<file path="src/rtl/cfg_xlate_pkg.sv">
`timescale 1ns/1ps
package cfg_xlate_pkg;
  typedef enum logic [1:0] {FMT_OVR = 2'd0, FMT_TYPE1 = 2'd1, FMT_IDSEL = 2'd2} cfg_fmt_e;
  typedef enum logic [1:0] {ST_IDLE = 2'd0, ST_WAIT = 2'd1, ST_RESP = 2'd2} xl_state_e;
endpackage

</file>
<file path="src/rtl/cfg_addr_store.sv">
`timescale 1ns/1ps
module cfg_addr_store #(
  parameter int DW = 32,
  localparam int NB = DW / 8
) (
  input  logic          clk_i,
  input  logic          rst_ni,
  input  logic          wr_i,
  input  logic [NB-1:0] be_i,
  input  logic [DW-1:0] wdata_i,
  output logic [DW-1:0] q_o
);
  for (genvar b = 0; b < NB; b++) begin : g_lane
    always_ff @(posedge clk_i or negedge rst_ni) begin
      if (!rst_ni)               q_o[8*b +: 8] <= '0;
      else if (wr_i && be_i[b])  q_o[8*b +: 8] <= wdata_i[8*b +: 8];
    end
  end
endmodule

</file>
<file path="src/rtl/cfg_addr_conv.sv">
`timescale 1ns/1ps
module cfg_addr_conv
  import cfg_xlate_pkg::*;
#(
  parameter int DW     = 32,
  parameter int DEV_LO = 11,
  parameter int OFF_W  = 3,
  localparam int DEVW  = $clog2(DW - DEV_LO)
) (
  input  logic [DW-1:0]    stored_i,
  input  logic [OFF_W-1:0] off_i,
  output logic [DW-1:0]    addr_o,
  output logic             abort_o,
  output cfg_fmt_e         fmt_o
);
  logic [DEVW-1:0] dev;
  logic            hit;

  // descending scan: the last match is the lowest set bit
  always_comb begin
    dev = '0;
    hit = 1'b0;
    for (int i = DW - 1; i >= DEV_LO; i--) begin
      if (stored_i[i]) begin
        dev = DEVW'(i - DEV_LO);
        hit = 1'b1;
      end
    end
  end

  always_comb begin
    if (stored_i[DW-1])   fmt_o = FMT_OVR;
    else if (stored_i[0]) fmt_o = FMT_TYPE1;
    else                  fmt_o = FMT_IDSEL;
  end

  always_comb begin
    addr_o = '0;
    unique case (fmt_o)
      FMT_OVR:   addr_o = stored_i | DW'(off_i[1:0]);
      FMT_TYPE1: addr_o = {stored_i[DW-1:OFF_W], off_i};
      default: begin
        addr_o[DEV_LO +: DEVW] = dev;
        addr_o[DEV_LO-1:OFF_W] = stored_i[DEV_LO-1:OFF_W];
        addr_o[OFF_W-1:0]      = off_i;
      end
    endcase
  end

  assign abort_o = (fmt_o == FMT_IDSEL) && !hit;
endmodule

</file>
<file path="src/rtl/cfg_access_ctl.sv">
`timescale 1ns/1ps
module cfg_access_ctl
  import cfg_xlate_pkg::*;
#(
  parameter int DW = 32
) (
  input  logic          clk_i,
  input  logic          rst_ni,
  input  logic          req_i,
  input  logic          we_i,
  input  logic          win_data_i,
  input  logic          abort_i,
  input  logic [DW-1:0] conv_addr_i,
  input  logic [DW-1:0] stored_i,
  input  logic [DW-1:0] wdata_i,
  input  logic [1:0]    size_i,
  output logic          addr_wr_o,
  output logic          ready_o,
  output logic [DW-1:0] rdata_o,
  output logic          cfg_req_o,
  output logic          cfg_we_o,
  output logic [DW-1:0] cfg_addr_o,
  output logic [1:0]    cfg_size_o,
  output logic [DW-1:0] cfg_wdata_o,
  input  logic          cfg_ack_i,
  input  logic [DW-1:0] cfg_rdata_i
);
  xl_state_e state_q;

  assign addr_wr_o = (state_q == ST_IDLE) && req_i && !win_data_i && we_i;
  assign ready_o   = (state_q == ST_RESP);

  always_ff @(posedge clk_i or negedge rst_ni) begin
    if (!rst_ni) begin
      state_q     <= ST_IDLE;
      rdata_o     <= '0;
      cfg_req_o   <= 1'b0;
      cfg_we_o    <= 1'b0;
      cfg_addr_o  <= '0;
      cfg_size_o  <= '0;
      cfg_wdata_o <= '0;
    end else begin
      cfg_req_o <= 1'b0;
      unique case (state_q)
        ST_IDLE: if (req_i) begin
          if (!win_data_i) begin
            rdata_o <= stored_i;
            state_q <= ST_RESP;
          end else if (abort_i) begin
            rdata_o <= '1;
            state_q <= ST_RESP;
          end else begin
            cfg_req_o   <= 1'b1;
            cfg_we_o    <= we_i;
            cfg_addr_o  <= conv_addr_i;
            cfg_size_o  <= size_i;
            cfg_wdata_o <= wdata_i;
            state_q     <= ST_WAIT;
          end
        end
        ST_WAIT: if (cfg_ack_i) begin
          rdata_o <= cfg_rdata_i;
          state_q <= ST_RESP;
        end
        default: state_q <= ST_IDLE;
      endcase
    end
  end
endmodule

</file>
<file path="src/rtl/cfg_addr_xlate.sv">
`timescale 1ns/1ps
module cfg_addr_xlate
  import cfg_xlate_pkg::*;
#(
  parameter int DW     = 32,
  parameter int WIN_W  = 12,
  parameter int DEV_LO = 11,
  localparam int NB    = DW / 8,
  localparam int OFF_W = 3
) (
  input  logic          clk_i,
  input  logic          rst_ni,
  input  logic          req_i,
  input  logic          we_i,
  input  logic [WIN_W:0] addr_i,
  input  logic [DW-1:0] wdata_i,
  input  logic [NB-1:0] be_i,
  input  logic [1:0]    size_i,
  output logic          ready_o,
  output logic [DW-1:0] rdata_o,
  output logic          cfg_req_o,
  output logic          cfg_we_o,
  output logic [DW-1:0] cfg_addr_o,
  output logic [1:0]    cfg_size_o,
  output logic [DW-1:0] cfg_wdata_o,
  input  logic          cfg_ack_i,
  input  logic [DW-1:0] cfg_rdata_i
);
  logic [DW-1:0] addr_q;
  logic [DW-1:0] conv_addr;
  logic          addr_wr;
  logic          abort;
  cfg_fmt_e      fmt;

  cfg_addr_store #(.DW(DW)) u_store (
    .clk_i   (clk_i),
    .rst_ni  (rst_ni),
    .wr_i    (addr_wr),
    .be_i    (be_i),
    .wdata_i (wdata_i),
    .q_o     (addr_q)
  );

  cfg_addr_conv #(.DW(DW), .DEV_LO(DEV_LO), .OFF_W(OFF_W)) u_conv (
    .stored_i (addr_q),
    .off_i    (addr_i[OFF_W-1:0]),
    .addr_o   (conv_addr),
    .abort_o  (abort),
    .fmt_o    (fmt)
  );

  cfg_access_ctl #(.DW(DW)) u_ctl (
    .clk_i       (clk_i),
    .rst_ni      (rst_ni),
    .req_i       (req_i),
    .we_i        (we_i),
    .win_data_i  (addr_i[WIN_W]),
    .abort_i     (abort),
    .conv_addr_i (conv_addr),
    .stored_i    (addr_q),
    .wdata_i     (wdata_i),
    .size_i      (size_i),
    .addr_wr_o   (addr_wr),
    .ready_o     (ready_o),
    .rdata_o     (rdata_o),
    .cfg_req_o   (cfg_req_o),
    .cfg_we_o    (cfg_we_o),
    .cfg_addr_o  (cfg_addr_o),
    .cfg_size_o  (cfg_size_o),
    .cfg_wdata_o (cfg_wdata_o),
    .cfg_ack_i   (cfg_ack_i),
    .cfg_rdata_i (cfg_rdata_i)
  );
endmodule

</file>
<file path="config.mk">
export PLATFORM = sky130hd
export DESIGN_NAME = cfg_addr_xlate
export DESIGN_NICKNAME = d
export VERILOG_FILES = /design/src/rtl/cfg_xlate_pkg.sv /design/src/rtl/cfg_addr_store.sv /design/src/rtl/cfg_addr_conv.sv /design/src/rtl/cfg_access_ctl.sv /design/src/rtl/cfg_addr_xlate.sv
export SDC_FILE = /design/constraint.sdc
export NUM_CORES = 1
export LEC_CHECK = 0
export ABC_AREA = 1
export BUFFER_PORTS_ARGS = -buffer_cell sky130_fd_sc_hd__clkbuf_2
export CAP_MARGIN = 30
export CELL_PAD_IN_SITES_DETAIL_PLACEMENT = 0
export CELL_PAD_IN_SITES_GLOBAL_PLACEMENT = 1
export CORE_ASPECT_RATIO = 1.25
export CORE_MARGIN = 1
export CORE_UTILIZATION = 33
export DETAILED_ROUTE_END_ITERATION = 8
export PLACE_DENSITY = 0.73
export SLEW_MARGIN = 20
export SYNTH_ARGS = -nofsm -noshare
export SYNTH_HDL_FRONTEND = slang
export SYNTH_HIERARCHICAL = 1
export SYNTH_SLANG_ARGS = --single-unit
</file>
<file path="constraint.sdc">
create_clock -name clk_i -period 2.1 [get_ports clk_i]
set_input_delay 0.105 -clock clk_i [delete_from_list [all_inputs] [get_ports clk_i]]
set_output_delay 0.105 -clock clk_i [all_outputs]
set_load 0.02 [all_outputs]
</file>
==> flow_metrics.tcl, run 1 <==
set metrics [dict create \
    routed_wl_mm 19.0 \
    power.internal_mw 7.68 \
    dieArea_um2 20200 \
    die_w_um 127 \
    power.share.clock_pct 22.0 \
    grt_pass1_vias 5777 \
    setup_viol 0 \
    path_buf_inv 5 \
    swShare_pct 42.0 \
    num_vias 5992 \
    busiest_layer "met2" \
    drive_gt1_share_pct 28.5 \
    nNetsFinal 1175 \
    io_pins 189 \
    crit_slowest_cell "dfrtp_1" \
    use_met3_pct 4.17 \
    critPathKind "reg2reg" \
    cts_buffers 17 \
    clkTransAtPathRegs_ps 60 \
    grt_overflow 0 \
    rsz0062_at_grt "yes" \
    cpLargestDelayFamily "simple AND/OR/NAND/NOR gates" \
    cts_tree "yes" \
    start_kind "register" \
    crit_top_cell "nand2_2" \
    routedWlPerCell_um 14.0 \
    netlist_area_um2 6470 \
    dpl.hpwl_mm 13.5 \
    place.gp.congestion 0.796 \
    grt_util_met1_pct 24.6 \
    cts_root_buffer "clkbuf_16" \
    hold_violations 0 \
    critPathMaxFanout 18 \
    start_util_pct 34.1 \
    synth_cells 862 \
    period_needed_ps 2080 \
    fillers 1897 \
    hold_depth 5 \
    antenna_found_initial 0 \
    maxCapViolations 0 \
    grt_max_degree 49 \
    worstHoldPathType "in2reg" \
    ys_warn_count 6 \
    drv_slew 0 \
    synth_nets 950 \
    first_pass_iters 7 \
    placementRows 56 \
    peakVddDrop_mv 0.600 \
    status "complete, no violations" \
    postLayoutCoreUtil_pct 47.8 \
    power_switching_mw 5.56 \
    cellPowerDensity_nw_per_um2 1460 \
    cp-endpoint "u_ctl/cfg_wdata_o[27]$_DFFE_PN0P_" \
    place_ws_ps -129 \
    crit_cells 15 \
    reg2reg_to "u_ctl/cfg_wdata_o[27]$_DFFE_PN0P_" \
    die_h_um 159 \
    finalCritPeriodShare_pct 99.3 \
    combPwrFrac_pct 43.2 \
    numPortBuffers 179 \
    skew_ps 11.3 \
    slew_headroom_pct 68.0 \
    grt_usage_pct 19.1 \
    cp.arrival_ps 2400 \
    reg2reg_depth 15 \
    cp.required_ps 2420 \
    cp_slowest_stage_delay_ps 390 \
    final_area_um2 9070 \
    insertion_delay_ps 430 \
    core_um2 19000 \
    cts.sinks 134 \
    synth_area_per_cell_um2 7.51 \
    rrSetupSlack_ps 20 \
    worst_pin_slew_ps 480 \
    vias_per_cell 4.41 \
    clock_path_buffers 2 \
    crit_chain "nor2_2 -> inv_2 -> nor2_4 -> nand2_2 -> nor3_4 -> nand2_2 -> nor3b_2 -> inv_1 -> nand2_2 -> inv_2 -> nand3_4 -> inv_6 -> buf_12 -> nand2_1 -> nand2_1" \
    first_iter_violations 291 \
    max_freq_mhz 480 \
    startpoint "u_store/q_o[0]$_DFFE_PN0P_" \
    met2_usage_pct 31.6 \
    antenna_left 0 \
    area_growth_pct 40.2 \
    placed_area_um2 7760 \
    p_leak_nw 5.14 \
    grt_pass1_wl_mm 29.5 \
    pwr-share-seq_pct 34.7 \
    htreeDepth 4 \
    num_antenna_cells 0 \
    critPathCaptureType "register" \
    finalWorstSetupSlack_ps 15.3 \
    worstReg2RegStart "u_store/q_o[0]$_DFFE_PN0P_" \
    drc_errors 0 \
]
-- through the flow --
stage                     setup TNS [ps]  hold WS [ps]  total power, mW  cells
after floorplan                        0          -191             7.97    862
after global placement             -7650          86.0             9.94   1284
after detailed placement           -8070          83.3             9.99   1284
after CTS                              0          6.01             13.1   1352
after global routing              -14040          15.2             14.2   1360
final                                  0          9.58             13.2   1360
-- power groups by stage --
stage,sequential [mW],clock [mW],combinational (mW)
floorplan,5.54,0,2.43
global placement,4.54,0,5.40
detailed placement,4.54,0,5.45
CTS,4.55,2.98,5.53
global route,4.75,3.11,6.37
finish,4.60,2.91,5.72
-- layout make-up --
type	instances	area (um^2)	share of cell area [%]
clock buffers	17	425	4.69
clock inverters	14	153	1.68
inverters	60	299	3.30
multi-input cells	613	2670	29.4
flip-flops and latches	134	3350	37.0
well taps	261	327	3.60
repair buffers	261	1850	20.4
-- state kept, by name, summed over array words and instances, names as in the netlist --
register,cells
u_ctl/cfg_wdata_o,32
u_ctl/cfg_size_o,2
u_ctl/cfg_req_o,1
u_ctl/cfg_addr_o,32
u_store/q_o,32
u_ctl/state_q,2
u_ctl/rdata_o,32
u_ctl/cfg_we_o,1
-- how the worst min path moves through the flow --
stage	from	end	slack, ps
after CTS	addr_i[2]	u_ctl/cfg_addr_o[2]$_DFFE_PN0P_	6
after global placement	rst_ni	u_ctl/cfg_addr_o[1]$_DFFE_PN0P_	90
final	addr_i[2]	u_ctl/cfg_addr_o[2]$_DFFE_PN0P_	10
after floorplan	rst_ni	u_ctl/cfg_addr_o[0]$_DFFE_PN0P_	-190
after detailed placement	rst_ni	u_ctl/cfg_wdata_o[1]$_DFFE_PN0P_	80
after global routing	addr_i[12]	u_ctl/cfg_we_o$_DFFE_PN0P_	20
-- cell usage in the layout, fill, tap and decap left out, types with 3 or more instances in the layout --
cell type	instances
clkinv_4	3
inv_2	7
clkinv_1	6
nand2_2	29
buf_6	3
inv_6	4
nand3_1	105
nor2_2	3
nand2_4	7
clkinvlp_4	4
clkbuf_16	23
o21ai_1	3
nor2_1	23
nand2_1	426
bufinv_8	5
clkbuf_2	178
buf_12	9
o22ai_1	3
buf_4	26
inv_1	41
dfrtp_1	134
dlygate4sd3_1	37
-- routing by layer --
| layer | share of wire, % | routed length (um) |
|---|---|---|
| met4 | 1.8 | 338 |
| met1 | 46 | 8820 |
| met3 | 3.9 | 740 |
| met5 | 0 | 0 |
| met2 | 48 | 9140 |
-- worst register-to-register path, cell delays in order, from the launching register on --
cell and delay [ps]:
dfrtp_1 390, nor2_2 160, inv_2 70, nor2_4 90, nand2_2 80, nor3_4 190
nand2_2 90, nor3b_2 190, inv_1 90, nand2_2 90, inv_2 50, nand3_4 100
inv_6 90, buf_12 160, nand2_1 90, nand2_1 60
-- repair_timing --
action / 4_1_cts / 5_1_grt
buffers inserted: 0 / 0
endpoints found under the setup margin: 99 / 101
endpoints found under the hold margin: 112 / 0
pin swaps: 0 / 29
hold buffers: 37 / 0
gates resized for setup: 4 / 53
cloned: 0 / 8
No activity file was read; power rests on OpenSTA's default activity.
==> run 2: changes to the inputs <==
Settings changed: CORE_UTILIZATION 33 to 40, PLACE_DENSITY 0.73 to 0.83.
Clock period 2.1 ns to 2.7 ns, I/O delays scaled along.
==> flow_metrics.tcl, run 2 (synthesis gave the netlist of run 1 again) <==
set metrics [dict create \
    power_mw 9.78 \
    num_vias 5850 \
    place.gp.congestion 0.823 \
    antenna_left 0 \
    dieArea_um2 16700 \
    grt_pass1_vias 5494 \
    worstReg2RegStart "u_store/q_o[0]$_DFFE_PN0P_" \
    first_iter_violations 450 \
    placed_area_um2 7450 \
    critPathCaptureType "register" \
    first_pass_iters 7 \
    cts.sinks 134 \
    critPathKind "reg2reg" \
    reg2reg_depth 14 \
    antenna_found_initial 0 \
    critPathMaxFanout 39 \
    peakVddDrop_mv 0.481 \
    start_kind "register" \
    cellPowerDensity_nw_per_um2 1160 \
    start_util_pct 41.2 \
    most-common-layout-cells "nand2_1, clkbuf_2, dfrtp_1" \
    rrSetupSlack_ps 330 \
    grt_pass1_wl_mm 27.4 \
    grt_max_degree 76 \
    setup_viol 0 \
    num_antenna_cells 0 \
    p_leak_nw 4.89 \
    routedWlPerCell_um 13.3 \
    dpl.hpwl_mm 12.0 \
    cts_root_buffer "clkbuf_16" \
    status "complete, no violations" \
    finalCritPeriodShare_pct 87.7 \
    io_pins 189 \
    hold_depth 5 \
    worst_pin_slew_ps 820 \
    placementRows 51 \
    setup_tns_ps 0 \
    whs_endpoint "u_ctl/cfg_addr_o[2]$_DFFE_PN0P_" \
    die_h_um 144 \
    reg2reg_to "u_ctl/cfg_wdata_o[27]$_DFFE_PN0P_" \
    max_freq_mhz 422 \
    core_um2 15700 \
    vias_per_cell 4.57 \
    worstHoldPathType "in2reg" \
    nNetsFinal 1144 \
    drv_slew 0 \
    period_needed_ps 2370 \
    grt_overflow 0 \
    insertion_delay_ps 420 \
    htreeDepth 4 \
    hold_start "addr_i[2]" \
    cts_setup_buffers 0 \
    clock_path_buffers 2 \
    routed_wl_mm 17.1 \
    drc_errors 0 \
    cts_buffers 17 \
    area_growth_pct 30.0 \
    holdWs_ps 40.4 \
    slew_headroom_pct 45.3 \
    clkTransAtPathRegs_ps 60 \
    numPortBuffers 179 \
    cp.arrival_ps 2720 \
    cts_tree "yes" \
    fillers 1607 \
    rsz0062_at_grt "no" \
    grt_usage_pct 21.3 \
    hold_violations 0 \
    skew_ps 12.7 \
    die_w_um 116 \
    layout_commonest_cell "nand2_1" \
    drive_gt1_share_pct 23.1 \
    maxCapViolations 0 \
    final_area_um2 8410 \
    cp.required_ps 3050 \
]
-- run 2: cell types whose count changed in the layout (fill, tap and decap cells not counted), sizes merged --
cell / before / now
buf: 40 / 16
clkbuf: 201 / 195
clkinv: 11 / 14
inv: 52 / 51
clkinvlp: 4 / 3
dlygate4sd3: 37 / 36
-- run 2: per-layer routing --
| metal | GRT usage, % | wire length (um) |
|---|---|---|
| met4 | 6.55 | 219 |
| met2 | 32.5 | 7890 |
| met3 | 4.40 | 754 |
| met1 | 30.4 | 8200 |
| met5 | 0 | 0 |
-- run 2: power by group --
group	switching, mW	internal, mW	leakage (nW)	total, mW
sequential	0.645	2.91	1.70	3.55
clock	0.905	1.36	0.279	2.27
combinational	2.56	1.41	2.91	3.96
-- run 2: metrics by stage --
| step | setup WS [ps] | cells | utilization [%] |
|---|---|---|---|
| floorplan | 607 | 862 | - |
| global placement | 384 | 1212 | 47.5 |
| detailed placement | 354 | 1212 | 47.5 |
| CTS | 334 | 1280 | 53.5 |
| global route | 44.9 | 1281 | 53.6 |
| finish | 332 | 1281 | 53.6 |
-- run 2: critical path, stage by stage, from the launching register on --
cell	delay, ps
dfrtp_1	410
nor2_1	160
inv_2	50
nor2_1	120
nand2_1	100
nor3_2	150
nand2_1	110
nor3b_1	240
inv_1	100
nand2_1	110
inv_1	60
nand3_2	90
buf_4	390
nand2_1	130
nand2_1	90
-- run 2: worst max-delay path by stage --
stage                                                    to                        start  depth (start not counted)  slack [ps]
after detailed placement  u_ctl/cfg_wdata_o[21]$_DFFE_PN0P_   u_store/q_o[0]$_DFFE_PN0P_                         14         350
final                     u_ctl/cfg_wdata_o[27]$_DFFE_PN0P_   u_store/q_o[0]$_DFFE_PN0P_                         14         330
after CTS                 u_ctl/cfg_wdata_o[21]$_DFFE_PN0P_   u_store/q_o[0]$_DFFE_PN0P_                         14         330
after floorplan            u_ctl/cfg_addr_o[12]$_DFFE_PN0P_  u_store/q_o[31]$_DFFE_PN0P_                         16         610
after global routing       u_ctl/cfg_addr_o[23]$_DFFE_PN0P_   u_store/q_o[0]$_DFFE_PN0P_                         14          40
after global placement    u_ctl/cfg_wdata_o[19]$_DFFE_PN0P_   u_store/q_o[0]$_DFFE_PN0P_                         14         380
-- run 2: area by class of cell --
type                       count  area, um^2  share of cell area, %
clock buffer                  17         425                   5.06
clock inverter                15         155                   1.85
inverter                      60         294                   3.50
multi-input combinational    613        2510                   29.8
sequential                   134        3350                   39.9
tap                          212         265                   3.15
timing repair buffer         230        1410                   16.7
-- run 2: repair_timing --
action | 4_1_cts | 5_1_grt
hold buffers | 36 | 0
endpoints found under the hold margin | 141 | 0
gates resized for setup | 0 | 0
